### config.mk
export PLATFORM = sky130hd
export DESIGN_NAME = sigtap
export DESIGN_NICKNAME = d
export VERILOG_FILES = /design/src/rtl/sigtap_pkg.sv /design/src/rtl/sigtap_fsm.sv /design/src/rtl/sigtap_ir.sv /design/src/rtl/sigtap_shreg.sv /design/src/rtl/sigtap_bscan.sv /design/src/rtl/sigtap.sv
export SDC_FILE = /design/constraint.sdc
export NUM_CORES = 1
export LEC_CHECK = 0
export ABC_CLOCK_PERIOD_IN_PS = 3050
export CAP_MARGIN = 20
export CORE_MARGIN = 4
export CORE_UTILIZATION = 45
export CTS_CLUSTER_SIZE = 12
export DETAILED_ROUTE_END_ITERATION = 8
export DONT_BUFFER_PORTS = 1
export SLEW_MARGIN = 20
export SYNTH_ARGS = -nofsm -noshare
export SYNTH_HDL_FRONTEND = slang
export SYNTH_HIERARCHICAL = 1
export SYNTH_SLANG_ARGS = --single-unit
### constraint.sdc
create_clock -name tck -period 3.05 [get_ports tck]
set_input_delay 0.305 -clock tck [delete_from_list [all_inputs] [get_ports tck]]
set_output_delay 0.305 -clock tck [all_outputs]
set_load 0.02 [all_outputs]
### src/rtl/sigtap_pkg.sv
package sigtap_pkg;

    localparam int IR_W = 4;

    typedef enum logic [3:0] {
        TS_RESET    = 4'h0,
        TS_IDLE     = 4'h1,
        TS_SEL_DR   = 4'h2,
        TS_CAP_DR   = 4'h3,
        TS_SHIFT_DR = 4'h4,
        TS_EXIT1_DR = 4'h5,
        TS_PAUSE_DR = 4'h6,
        TS_EXIT2_DR = 4'h7,
        TS_UPD_DR   = 4'h8,
        TS_SEL_IR   = 4'h9,
        TS_CAP_IR   = 4'hA,
        TS_SHIFT_IR = 4'hB,
        TS_EXIT1_IR = 4'hC,
        TS_PAUSE_IR = 4'hD,
        TS_EXIT2_IR = 4'hE,
        TS_UPD_IR   = 4'hF
    } tap_state_e;

    localparam logic [IR_W-1:0] OP_EXTEST    = 4'h0;
    localparam logic [IR_W-1:0] OP_SAMPLE    = 4'h1;
    localparam logic [IR_W-1:0] OP_IDCODE    = 4'h2;
    localparam logic [IR_W-1:0] OP_HIGHZ     = 4'h3;
    localparam logic [IR_W-1:0] OP_SIGNATURE = 4'h4;
    localparam logic [IR_W-1:0] OP_READBACK  = 4'h5;
    localparam logic [IR_W-1:0] OP_BYPASS    = 4'hF;

    localparam logic [IR_W-1:0] IR_CAPTURE   = 4'b0001;

    typedef enum logic [2:0] {
        DR_BYPASS,
        DR_ID,
        DR_SIG,
        DR_RB,
        DR_BSCAN
    } dr_sel_e;

    typedef struct packed {
        logic cap;
        logic sft;
        logic upd;
    } dr_ctl_t;

    function automatic tap_state_e tap_next(tap_state_e s, logic m);
        tap_state_e n;
        case (s)
            TS_RESET:    n = m ? TS_RESET    : TS_IDLE;
            TS_IDLE:     n = m ? TS_SEL_DR   : TS_IDLE;
            TS_SEL_DR:   n = m ? TS_SEL_IR   : TS_CAP_DR;
            TS_CAP_DR:   n = m ? TS_EXIT1_DR : TS_SHIFT_DR;
            TS_SHIFT_DR: n = m ? TS_EXIT1_DR : TS_SHIFT_DR;
            TS_EXIT1_DR: n = m ? TS_UPD_DR   : TS_PAUSE_DR;
            TS_PAUSE_DR: n = m ? TS_EXIT2_DR : TS_PAUSE_DR;
            TS_EXIT2_DR: n = m ? TS_UPD_DR   : TS_SHIFT_DR;
            TS_UPD_DR:   n = m ? TS_SEL_DR   : TS_IDLE;
            TS_SEL_IR:   n = m ? TS_RESET    : TS_CAP_IR;
            TS_CAP_IR:   n = m ? TS_EXIT1_IR : TS_SHIFT_IR;
            TS_SHIFT_IR: n = m ? TS_EXIT1_IR : TS_SHIFT_IR;
            TS_EXIT1_IR: n = m ? TS_UPD_IR   : TS_PAUSE_IR;
            TS_PAUSE_IR: n = m ? TS_EXIT2_IR : TS_PAUSE_IR;
            TS_EXIT2_IR: n = m ? TS_UPD_IR   : TS_SHIFT_IR;
            TS_UPD_IR:   n = m ? TS_SEL_DR   : TS_IDLE;
            default:     n = TS_RESET;
        endcase
        return n;
    endfunction

    function automatic dr_sel_e dr_decode(logic [IR_W-1:0] op);
        dr_sel_e d;
        case (op)
            OP_EXTEST, OP_SAMPLE: d = DR_BSCAN;
            OP_IDCODE:            d = DR_ID;
            OP_SIGNATURE:         d = DR_SIG;
            OP_READBACK:          d = DR_RB;
            default:              d = DR_BYPASS;
        endcase
        return d;
    endfunction

endpackage

### src/rtl/sigtap_fsm.sv
module sigtap_fsm
    import sigtap_pkg::*;
(
    input  logic       clk,
    input  logic       por,
    input  logic       tms,
    output tap_state_e state
);

    always_ff @(posedge clk) begin
        if (por) state <= TS_RESET;
        else     state <= tap_next(state, tms);
    end

    // checking counter: consecutive TMS-high edges, saturating at five
    logic [2:0] ones_q;
    always_ff @(posedge clk) begin
        if (por)          ones_q <= 3'd0;
        else if (!tms)    ones_q <= 3'd0;
        else if (ones_q != 3'd5) ones_q <= ones_q + 3'd1;
    end

    assert_five_ones_R1: assert property (@(posedge clk) disable iff (por)
        (ones_q == 3'd5) |-> (state == TS_RESET));

    assert_reset_hold_R1: assert property (@(posedge clk) disable iff (por)
        (state == TS_RESET && tms) |=> (state == TS_RESET));

endmodule

### src/rtl/sigtap_ir.sv
module sigtap_ir
    import sigtap_pkg::*;
(
    input  logic            clk,
    input  logic            por,
    input  tap_state_e      state,
    input  logic            tdi,
    output logic            so,
    output logic [IR_W-1:0] op
);

    logic [IR_W-1:0] sh_q;

    always_ff @(posedge clk) begin
        if (por) begin
            sh_q <= '0;
        end else if (state == TS_CAP_IR) begin
            sh_q <= IR_CAPTURE;
        end else if (state == TS_SHIFT_IR) begin
            sh_q <= {tdi, sh_q[IR_W-1:1]};
        end
    end

    always_ff @(posedge clk) begin
        if (por || state == TS_RESET) op <= OP_IDCODE;
        else if (state == TS_UPD_IR)  op <= sh_q;
    end

    assign so = sh_q[0];

    assert_reset_op_R1: assert property (@(posedge clk) disable iff (por)
        (state == TS_RESET) |=> (op == OP_IDCODE));

    assert_ir_capture_R2: assert property (@(posedge clk) disable iff (por)
        (state == TS_CAP_IR) |=> (sh_q[1:0] == 2'b01));

endmodule

### src/rtl/sigtap_shreg.sv
module sigtap_shreg #(
    parameter int W = 8
) (
    input  logic         clk,
    input  logic         rst,
    input  logic         cap,
    input  logic         sft,
    input  logic         tdi,
    input  logic [W-1:0] cap_val,
    output logic         so
);

    logic [W-1:0] q;

    generate
        if (W == 1) begin : g_one
            always_ff @(posedge clk) begin
                if (rst)      q <= '0;
                else if (cap) q <= cap_val;
                else if (sft) q <= tdi;
            end
        end else begin : g_wide
            always_ff @(posedge clk) begin
                if (rst)      q <= '0;
                else if (cap) q <= cap_val;
                else if (sft) q <= {tdi, q[W-1:1]};
            end
        end
    endgenerate

    assign so = q[0];

    assert_capture_load_R3: assert property (@(posedge clk) disable iff (rst)
        cap |=> (so == $past(cap_val[0])));

endmodule

### src/rtl/sigtap_bscan.sv
module sigtap_bscan
    import sigtap_pkg::*;
#(
    parameter int N_IN = 4,
    parameter int N_IO = 8
) (
    input  logic            clk,
    input  logic            rst,
    input  dr_ctl_t         ctl,
    input  logic            extest,
    input  logic            highz,
    input  logic            tdi,
    output logic            so,
    input  logic [N_IN-1:0] in_pins,
    input  logic [N_IO-1:0] io_pin_in,
    input  logic [N_IO-1:0] core_out,
    input  logic [N_IO-1:0] core_oe,
    output logic [N_IO-1:0] io_pin_out,
    output logic [N_IO-1:0] io_pin_oe
);

    localparam int CELL_BITS = 3;
    localparam int L = N_IN + CELL_BITS * N_IO;

    logic [L-1:0]    chain_q;
    logic [L-1:0]    cap_v;
    logic [N_IO-1:0] upd_out;
    logic [N_IO-1:0] upd_oe;

    generate
        for (genvar i = 0; i < N_IN; i++) begin : g_in
            assign cap_v[i] = in_pins[i];
        end
        for (genvar k = 0; k < N_IO; k++) begin : g_io
            localparam int B = N_IN + CELL_BITS * k;
            assign cap_v[B]     = io_pin_in[k];
            assign cap_v[B + 1] = core_out[k];
            assign cap_v[B + 2] = core_oe[k];

            always_ff @(posedge clk) begin
                if (rst) begin
                    upd_out[k] <= 1'b0;
                    upd_oe[k]  <= 1'b0;
                end else if (ctl.upd) begin
                    upd_out[k] <= chain_q[B + 1];
                    upd_oe[k]  <= chain_q[B + 2];
                end
            end

            always_comb begin
                io_pin_out[k] = extest ? upd_out[k] : core_out[k];
                if (highz)       io_pin_oe[k] = 1'b0;
                else if (extest) io_pin_oe[k] = upd_oe[k];
                else             io_pin_oe[k] = core_oe[k];
            end
        end
    endgenerate

    always_ff @(posedge clk) begin
        if (rst)          chain_q <= '0;
        else if (ctl.cap) chain_q <= cap_v;
        else if (ctl.sft) chain_q <= {tdi, chain_q[L-1:1]};
    end

    assign so = chain_q[0];

    assert_update_hold_R6: assert property (@(posedge clk) disable iff (rst)
        !ctl.upd |=> ($stable(upd_out) && $stable(upd_oe)));

    assert_normal_pass_R11: assert property (@(posedge clk) disable iff (rst)
        (!extest && !highz) |-> (io_pin_out == core_out && io_pin_oe == core_oe));

endmodule

### src/rtl/sigtap.sv
module sigtap
    import sigtap_pkg::*;
#(
    parameter int          N_IN      = 4,
    parameter int          N_IO      = 32,
    parameter int          RB_W      = 32,
    parameter logic [31:0] ID_CODE   = 32'h0D35_A07F,
    parameter logic [15:0] SIG_VALUE = 16'h5A3C
) (
    input  logic            tck,
    input  logic            por,
    input  logic            tms,
    input  logic            tdi,
    output logic            tdo,
    output logic            tdo_en,
    input  logic            lock,
    input  logic [RB_W-1:0] cfg_data,
    input  logic [N_IN-1:0] in_pins,
    input  logic [N_IO-1:0] io_pin_in,
    input  logic [N_IO-1:0] core_out,
    input  logic [N_IO-1:0] core_oe,
    output logic [N_IO-1:0] io_pin_out,
    output logic [N_IO-1:0] io_pin_oe
);

    localparam int ID_W  = 32;
    localparam int SIG_W = 16;
    localparam logic [ID_W-1:0] ID_FIXED = {ID_CODE[ID_W-1:1], 1'b1};

    tap_state_e      state;
    logic [IR_W-1:0] op;
    logic            ir_so;
    dr_sel_e         sel;
    logic            rst_dr;
    logic            cap_dr, sft_dr, upd_dr;
    logic            byp_so, id_so, sig_so, rb_so, bsc_so;
    logic            dr_so;
    logic            shifting;
    logic [RB_W-1:0] rb_cap;
    dr_ctl_t         bsc_ctl;

    sigtap_fsm u_fsm (
        .clk   (tck),
        .por   (por),
        .tms   (tms),
        .state (state)
    );

    sigtap_ir u_ir (
        .clk   (tck),
        .por   (por),
        .state (state),
        .tdi   (tdi),
        .so    (ir_so),
        .op    (op)
    );

    assign sel    = dr_decode(op);
    assign rst_dr = por || (state == TS_RESET);
    assign cap_dr = (state == TS_CAP_DR);
    assign sft_dr = (state == TS_SHIFT_DR);
    assign upd_dr = (state == TS_UPD_DR);
    assign rb_cap = lock ? '0 : cfg_data;

    sigtap_shreg #(.W(1)) u_byp (
        .clk (tck), .rst (rst_dr),
        .cap (cap_dr && sel == DR_BYPASS), .sft (sft_dr && sel == DR_BYPASS),
        .tdi (tdi), .cap_val (1'b0), .so (byp_so)
    );

    sigtap_shreg #(.W(ID_W)) u_id (
        .clk (tck), .rst (rst_dr),
        .cap (cap_dr && sel == DR_ID), .sft (sft_dr && sel == DR_ID),
        .tdi (tdi), .cap_val (ID_FIXED), .so (id_so)
    );

    sigtap_shreg #(.W(SIG_W)) u_sig (
        .clk (tck), .rst (rst_dr),
        .cap (cap_dr && sel == DR_SIG), .sft (sft_dr && sel == DR_SIG),
        .tdi (tdi), .cap_val (SIG_VALUE), .so (sig_so)
    );

    sigtap_shreg #(.W(RB_W)) u_rb (
        .clk (tck), .rst (rst_dr),
        .cap (cap_dr && sel == DR_RB), .sft (sft_dr && sel == DR_RB),
        .tdi (tdi), .cap_val (rb_cap), .so (rb_so)
    );

    assign bsc_ctl.cap = cap_dr && sel == DR_BSCAN;
    assign bsc_ctl.sft = sft_dr && sel == DR_BSCAN;
    assign bsc_ctl.upd = upd_dr && sel == DR_BSCAN;

    sigtap_bscan #(.N_IN(N_IN), .N_IO(N_IO)) u_bsc (
        .clk        (tck),
        .rst        (rst_dr),
        .ctl        (bsc_ctl),
        .extest     (op == OP_EXTEST),
        .highz      (op == OP_HIGHZ),
        .tdi        (tdi),
        .so         (bsc_so),
        .in_pins    (in_pins),
        .io_pin_in  (io_pin_in),
        .core_out   (core_out),
        .core_oe    (core_oe),
        .io_pin_out (io_pin_out),
        .io_pin_oe  (io_pin_oe)
    );

    always_comb begin
        case (sel)
            DR_ID:    dr_so = id_so;
            DR_SIG:   dr_so = sig_so;
            DR_RB:    dr_so = rb_so;
            DR_BSCAN: dr_so = bsc_so;
            default:  dr_so = byp_so;
        endcase
    end

    assign shifting = (state == TS_SHIFT_DR) || (state == TS_SHIFT_IR);

    always_ff @(negedge tck) begin
        if (por) begin
            tdo    <= 1'b0;
            tdo_en <= 1'b0;
        end else begin
            tdo    <= shifting ? ((state == TS_SHIFT_IR) ? ir_so : dr_so) : 1'b0;
            tdo_en <= shifting;
        end
    end

    assert_tdo_window_R10: assert property (@(posedge tck) disable iff (por)
        tdo_en == ((state == TS_SHIFT_DR) || (state == TS_SHIFT_IR)));

    assert_highz_float_R7: assert property (@(posedge tck) disable iff (por)
        (op == OP_HIGHZ) |-> (io_pin_oe == '0));

    assert_lock_blank_R9: assert property (@(posedge tck) disable iff (por)
        (state == TS_SHIFT_DR && $past(state) == TS_CAP_DR && $past(lock)
         && op == OP_READBACK) |-> (rb_so == 1'b0));

endmodule

==> flow_summary.yaml, run 1 <==
run_status:
  outcome: "finished, final reports clean"
global_route:
  grt_pass1_vias: 9219
  grt.met2_usage: 0.292
  grt.total_usage: 0.185
  overflow: 0
  grt_antenna_before_repair: 0
  grt_most_used_layer: "met2"
  use_met1: 0.263
  grt_max_degree: 101
  grt_pass1_wl_um: 48700
  use_met3: 0.0308
power_and_ir_drop:
  vdd_ir_drop_max_mv: 0.406
  p_leak_nw: 4.65
  clkPwrFrac: 0.469
  power_density_mw_per_mm2: 484
  sw_frac_of_total: 0.233
  combPwrFrac: 0.068
  p_switching_mw: 1.71
  seqPwrFrac: 0.463
  internal-power_mw: 5.63
detailed_routing:
  avgRoutedWirePerCell_um: 17.0
  ant_nets: 0
  avgViaCountPerCell: 5.25
  finalWirelength_um: 30100
  drtIter0Drc: 481
  drc_errors: 0
  vias: 9318
  firstDrtPassIters: 4
critical_path:
  r2r_slack_ns: 0.30
  required_ns: 2.74
  worstSetupPathDepth: 0
  ff2ff_path_depth: 4
  cp-start-kind: "register"
  crit_fanout: 1
  r2r-start: "u_ir/op[0]$_SDFFE_PP0N_"
  worstPathArrival_ns: 2.59
  worstSetupPathType: "register to output port"
  rr_endpoint: "tdo$_SDFF_NP0_"
  crit_end: "tdo_en"
  cp-end-kind: "output port"
  crit_start: "tdo_en$_SDFF_NP0_"
sta:
  fin_ws_ns: 0.159
  clock_skew_ns: 0.0406
  rsz0062_at_grt: "no"
  hold_violations: 0
  setup_viol: 0
  tns_ns: 0
  slew_headroom: 0.249
  tightest_slew_ns: 1.13
  drv_slew: 0
clock_network:
  cts_tree: "done"
  insertion_delay_ns: 0.59
  h-tree-depth: 1
  cts_max_path_buffers: 3
  cts_resized: 0
  cts_buffers: 30
  clock-sinks: 259
  clkTransAtPathRegs_ns: 0.05
  root_buffer: "clkbuf_16"
yosys:
  synth_area_per_cell_um2: 10.1
  ys_seq_area_frac: 0.404
  syn_inst: 1268
  synth.distinct_cells: 54
  async_flop_share: 0
  ys_warn_count: 6
  ys_ff_latch: 259
  synth_edf_count: 0
  synth-main-ff-cell: "dfxtp_1"
  synth_area_mm2: 0.0128
floorplan:
  die_y_um: 177
  die_w_um: 177
  pin_count: 203
  core_area_mm2: 0.0279
  initial_core_util: 0.459
  die-area_mm2: 0.0313
  row_count: 61
job:
  maxCapViolations: 0
finish:
  mostFrequentLayoutCells: "mux2i_1, dfxtp_1, nor2b_1"
  antenna_cells: 0
  fin_nets: 1516
  drive_gt1_frac: 0.102
  final_common_cell: "mux2i_1"
  stdcell_area_mm2: 0.0152
  final_cells: 1776
  area_growth_pct: 18.2
worst_hold_path:
  min_path_type: "primary input to register"
placed_design:
  place_ws_ns: 0.280
  gp_congestion: 0.794
  port_buffers: 0
  dp_cells: 1617
  place_area_mm2: 0.0131
  dp_hpwl_um: 18100
Yosys cell counts (2+ instances only):
cell type    n  share of area
buf_1        5         0.0015
buf_6        7         0.0061
a21oi_1      6         0.0023
a211oi_1   170           0.10
mux2i_1    280           0.22
buf_8       10          0.012
mux2_2      32          0.028
a211oi_2    12          0.012
nand2_1      5         0.0015
a21o_1       2         0.0012
nor2b_1    213           0.10
dfxtp_1    259           0.40
a31oi_1      2        0.00098
buf_4       12         0.0070
inv_1       10         0.0029
nand3_1      7         0.0027
conb_1       2        0.00059
inv_2        2        0.00059
buf_12       8          0.012
nand3b_1     3         0.0018
clkbuf_1    57          0.017
buf_2        9         0.0035
o211ai_1     4         0.0023
nor2_2       2        0.00098
and3b_1      2         0.0014
nand2b_1     2        0.00098
nor2_1     118          0.035
final cells by class:
class	instances	area (um2)
clock buffers	46	891
clock inverters	7	73.8
fillers	2495	12800
inverters	11	42.5
multi-input cells	936	7060
flip-flops and latches	259	5180
well taps	378	473
repair buffers	139	1430
through the flow:
step | power (mW) | hold slack, ns | util
floorplan | 3.78 | 0.374 | -
global placement | 3.85 | 0.379 | 0.469
detailed placement | 3.85 | 0.380 | 0.469
CTS | 7.45 | 0.0105 | 0.543
global route | 7.62 | 0.0293 | 0.543
finish | 7.34 | 0.0234 | 0.543
worst min-delay path: cells and delay by family:
family	cells	cell delay, ns
AO/OA/AOI/OAI	1	0.06
AND/OR/NAND/NOR	2	0.15
kinds of logic (layout without fill, tap and decap cells):
group | after synthesis | in the layout | share of synthesized area
simple gates | 367 | 367 | 0.159
mux | 312 | 312 | 0.247
flops | 259 | 259 | 0.404
compound gates | 207 | 207 | 0.126
buf+inv | 120 | 203 | 0.0626
other cells | 2 | 49 | 0.000586
xor+xnor | 1 | 1 | 0.000683
routing by layer:
layer / vias up / part of all wire
li1: 4681 / -
met5: - / 0
met2: 218 / 0.45
met3: 50 / 0.049
met1: 4369 / 0.48
met4: 0 / 0.024
worst min-delay path by stage:
stage / startpoint / endpoint / slack, ns / depth (start not counted)
2_1_floorplan: por / u_fsm/state[2]$_SDFF_PP0_ / 0.37 / 1
3_3_place_gp: por / u_ir/sh_q[1]$_SDFFE_PP0N_ / 0.38 / 1
3_5_place_dp: por / u_ir/sh_q[1]$_SDFFE_PP0N_ / 0.38 / 1
4_1_cts: lock / u_rb/q[9]$_SDFFE_PP0P_ / 0.01 / 3
5_1_grt: lock / u_rb/q[0]$_SDFFE_PP0P_ / 0.03 / 3
6_report: lock / u_rb/q[9]$_SDFFE_PP0P_ / 0.02 / 3
flip-flops by register name (all words and copies together), names as in the netlist, 4 cells and up:
| signal | cells |
|---|---|
| u_ir/op | 4 |
| u_rb/q | 32 |
| u_bsc/upd_out | 32 |
| u_fsm/state | 4 |
| u_bsc/chain_q | 100 |
| u_bsc/upd_oe | 32 |
| u_ir/sh_q | 4 |
| u_id/q | 32 |
| u_sig/q | 16 |
power by group through the flow:
stage	clock network (mW)	registers, mW	logic, mW
global route	3.68	3.40	0.541
finish	3.44	3.40	0.499
floorplan	0.00616	3.48	0.298
global placement	0.00616	3.47	0.374
CTS	3.55	3.40	0.500
detailed placement	0.00616	3.47	0.372
timing repair:
action,4_1_cts,5_1_grt
hold buffers,104,0
endpoints found under the setup margin,13,0
buffers inserted,3,0
hold endpoints to repair,143,0
Power figures use the tool's default switching activity.
==> run 2: changes to the inputs <==
--- a/config.mk
+++ b/config.mk
@@ -5,13 +5,14 @@
 export SDC_FILE = /design/constraint.sdc
 export NUM_CORES = 1
 export LEC_CHECK = 0
-export ABC_CLOCK_PERIOD_IN_PS = 3050
+export ABC_CLOCK_PERIOD_IN_PS = 3700
 export CAP_MARGIN = 20
 export CORE_MARGIN = 4
 export CORE_UTILIZATION = 45
 export CTS_CLUSTER_SIZE = 12
 export DETAILED_ROUTE_END_ITERATION = 8
 export DONT_BUFFER_PORTS = 1
+export GPL_TIMING_DRIVEN = 0
 export SLEW_MARGIN = 20
 export SYNTH_ARGS = -nofsm -noshare
 export SYNTH_HDL_FRONTEND = slang
==> constraint.sdc (replaced) <==
create_clock -name tck -period 3.7 [get_ports tck]
set_input_delay 0.37 -clock tck [delete_from_list [all_inputs] [get_ports tck]]
set_output_delay 0.37 -clock tck [all_outputs]
set_load 0.02 [all_outputs]
==> run 2 against run 1 <==
Effect of this change: register-to-register slack better by 0.18 ns; critical path depth unchanged; die area unchanged; largest cell class unchanged.
==> flow_summary.yaml, run 2 (synthesis gave the netlist of run 1 again) <==
finish:
  area_growth_pct: 15.4
  regArea_mm2: 0.00518
  final_util: 0.530
  drive_gt1_frac: 0.108
  multi_input_area_mm2: 0.00701
  stdcell_area_mm2: 0.0148
  mostFrequentLayoutCells: "mux2i_1, dfxtp_1, nor2b_1"
  nFillCells: 2626
  largest_reg_flops: 100
  antenna_cells: 0
  final_common_cell: "mux2i_1"
  regMostFlops: "u_bsc/chain_q"
  fin_nets: 1518
critical_path:
  worstPathArrival_ns: 2.88
  crit_fanout: 1
  crit_start: "tdo_en$_SDFF_NP0_"
  required_ns: 3.33
  cp-start-kind: "register"
  r2r-start: "u_fsm/state[3]$_SDFF_PP0_"
  cp-end-kind: "output port"
  worstSetupPathType: "register to output port"
floorplan:
  die_y_um: 177
  pin_count: 203
  initial_core_util: 0.459
  row_count: 61
  die-area_mm2: 0.0313
  core_area_mm2: 0.0279
  die_w_um: 177
power_and_ir_drop:
  clkPwrFrac: 0.484
  internal-power_mw: 4.72
  seqPwrFrac: 0.459
  combPwrFrac: 0.057
  power.total_mw: 6.12
  sw_frac_of_total: 0.229
  p_switching_mw: 1.40
  p_leak_nw: 4.52
  vdd_ir_drop_max_mv: 0.298
  power_density_mw_per_mm2: 414
sta:
  drv_slew: 0
  slew_headroom: 0.450
  rsz0062_at_grt: "no"
  tightest_slew_ns: 0.825
  hold_violations: 0
  clock_skew_ns: 0.0499
  tns_ns: 0
  fin_ws_ns: 0.445
  setup_viol: 0
detailed_routing:
  avgViaCountPerCell: 5.15
  firstDrtPassIters: 4
  drc_errors: 0
  finalWirelength_um: 30800
  vias: 9165
  drtIter0Drc: 617
  avgRoutedWirePerCell_um: 17.3
  ant_nets: 0
run_status:
  outcome: "finished, final reports clean"
worst_hold_path:
  hp-start: "core_out[19]"
  min_path_type: "primary input to register"
clock_network:
  cts_max_path_buffers: 3
  h-tree-depth: 1
  cts_tree: "done"
  clock-sinks: 259
  insertion_delay_ns: 0.58
  post_cts_buffers: 0
  cts_buffers: 29
  clkTransAtPathRegs_ns: 0.06
  root_buffer: "clkbuf_16"
placed_design:
  dp_hpwl_um: 21500
  place_ws_ns: 0.444
  gp_congestion: 0.785
  port_buffers: 0
  place_area_mm2: 0.0135
global_route:
  grt.total_usage: 0.189
  grt_max_degree: 15
  grt_pass1_vias: 9005
  grt_antenna_before_repair: 1
  overflow: 0
  grt_pass1_wl_um: 48700
job:
  maxCapViolations: 0
==> run 2: cell count changes in the layout (fill, tap and decap cells not counted), moves of 2 or more <==
| cell | delta |
|---|---|
| buf_1 | +5 |
| buf_12 | -2 |
| buf_2 | +9 |
| buf_4 | -12 |
| buf_6 | +6 |
| buf_8 | +10 |
| bufinv_16 | +4 |
| clkbuf_1 | +55 |
| clkbuf_8 | -3 |
| clkinv_2 | +4 |
| dlygate4sd3_1 | -70 |
| nor2_1 | +4 |
| nor2_4 | -5 |
==> run 2: final cells by class <==
type | count | area share
Buffer | 108 | 0.0512
Clock buffer | 40 | 0.0552
Clock inverter | 14 | 0.0116
Inverter | 11 | 0.00279
Multi-Input combinational cell | 936 | 0.474
Sequential cell | 259 | 0.350
Tap cell | 378 | 0.0320
Timing Repair Buffer | 34 | 0.0230
==> run 2: power by group through the flow <==
stage,clock network (mW),registers [mW],logic (mW)
floorplan,0.00508,2.87,0.246
global placement,0.00508,2.87,0.318
detailed placement,0.00508,2.87,0.319
CTS,3.03,2.81,0.354
global route,3.16,2.81,0.384
finish,2.96,2.81,0.352
==> run 2: routing by layer <==
metal | part of all wire | up-vias | global-route usage
met2 | 0.45 | 189 | 0.305
met3 | 0.049 | 54 | 0.0333
met4 | 0.026 | 2 | 0.0474
met1 | 0.47 | 4222 | 0.265
met5 | 0.00042 | - | 0
li1 | - | 4698 | -
==> run 2: final timing paths <==
path                                                        to  slack, ns  cells past startpoint
worst max-delay path                                    tdo_en       0.45                      0
worst min-delay path            u_bsc/chain_q[62]$_SDFFE_PP0P_       0.02                      2
worst max register to register                  tdo$_SDFF_NP0_       0.48                      3
worst min register to register       u_ir/sh_q[1]$_SDFFE_PP0N_       0.47                      2
==> run 2: stage by stage <==
stage	hold slack [ns]	cells
6_report	0.0208	1780
5_1_grt	0.00977	1780
4_1_cts	0.000117	1780
3_5_place_dp	0.442	1693
3_3_place_gp	0.436	1693
2_1_floorplan	0.426	1315
==> run 2: what timing repair did <==
| item | CTS | global route |
|---|---|---|
| endpoints found under the hold margin | 40 | 0 |
| hold buffers | 34 | 0 |
| resized for setup | 0 | 0 |
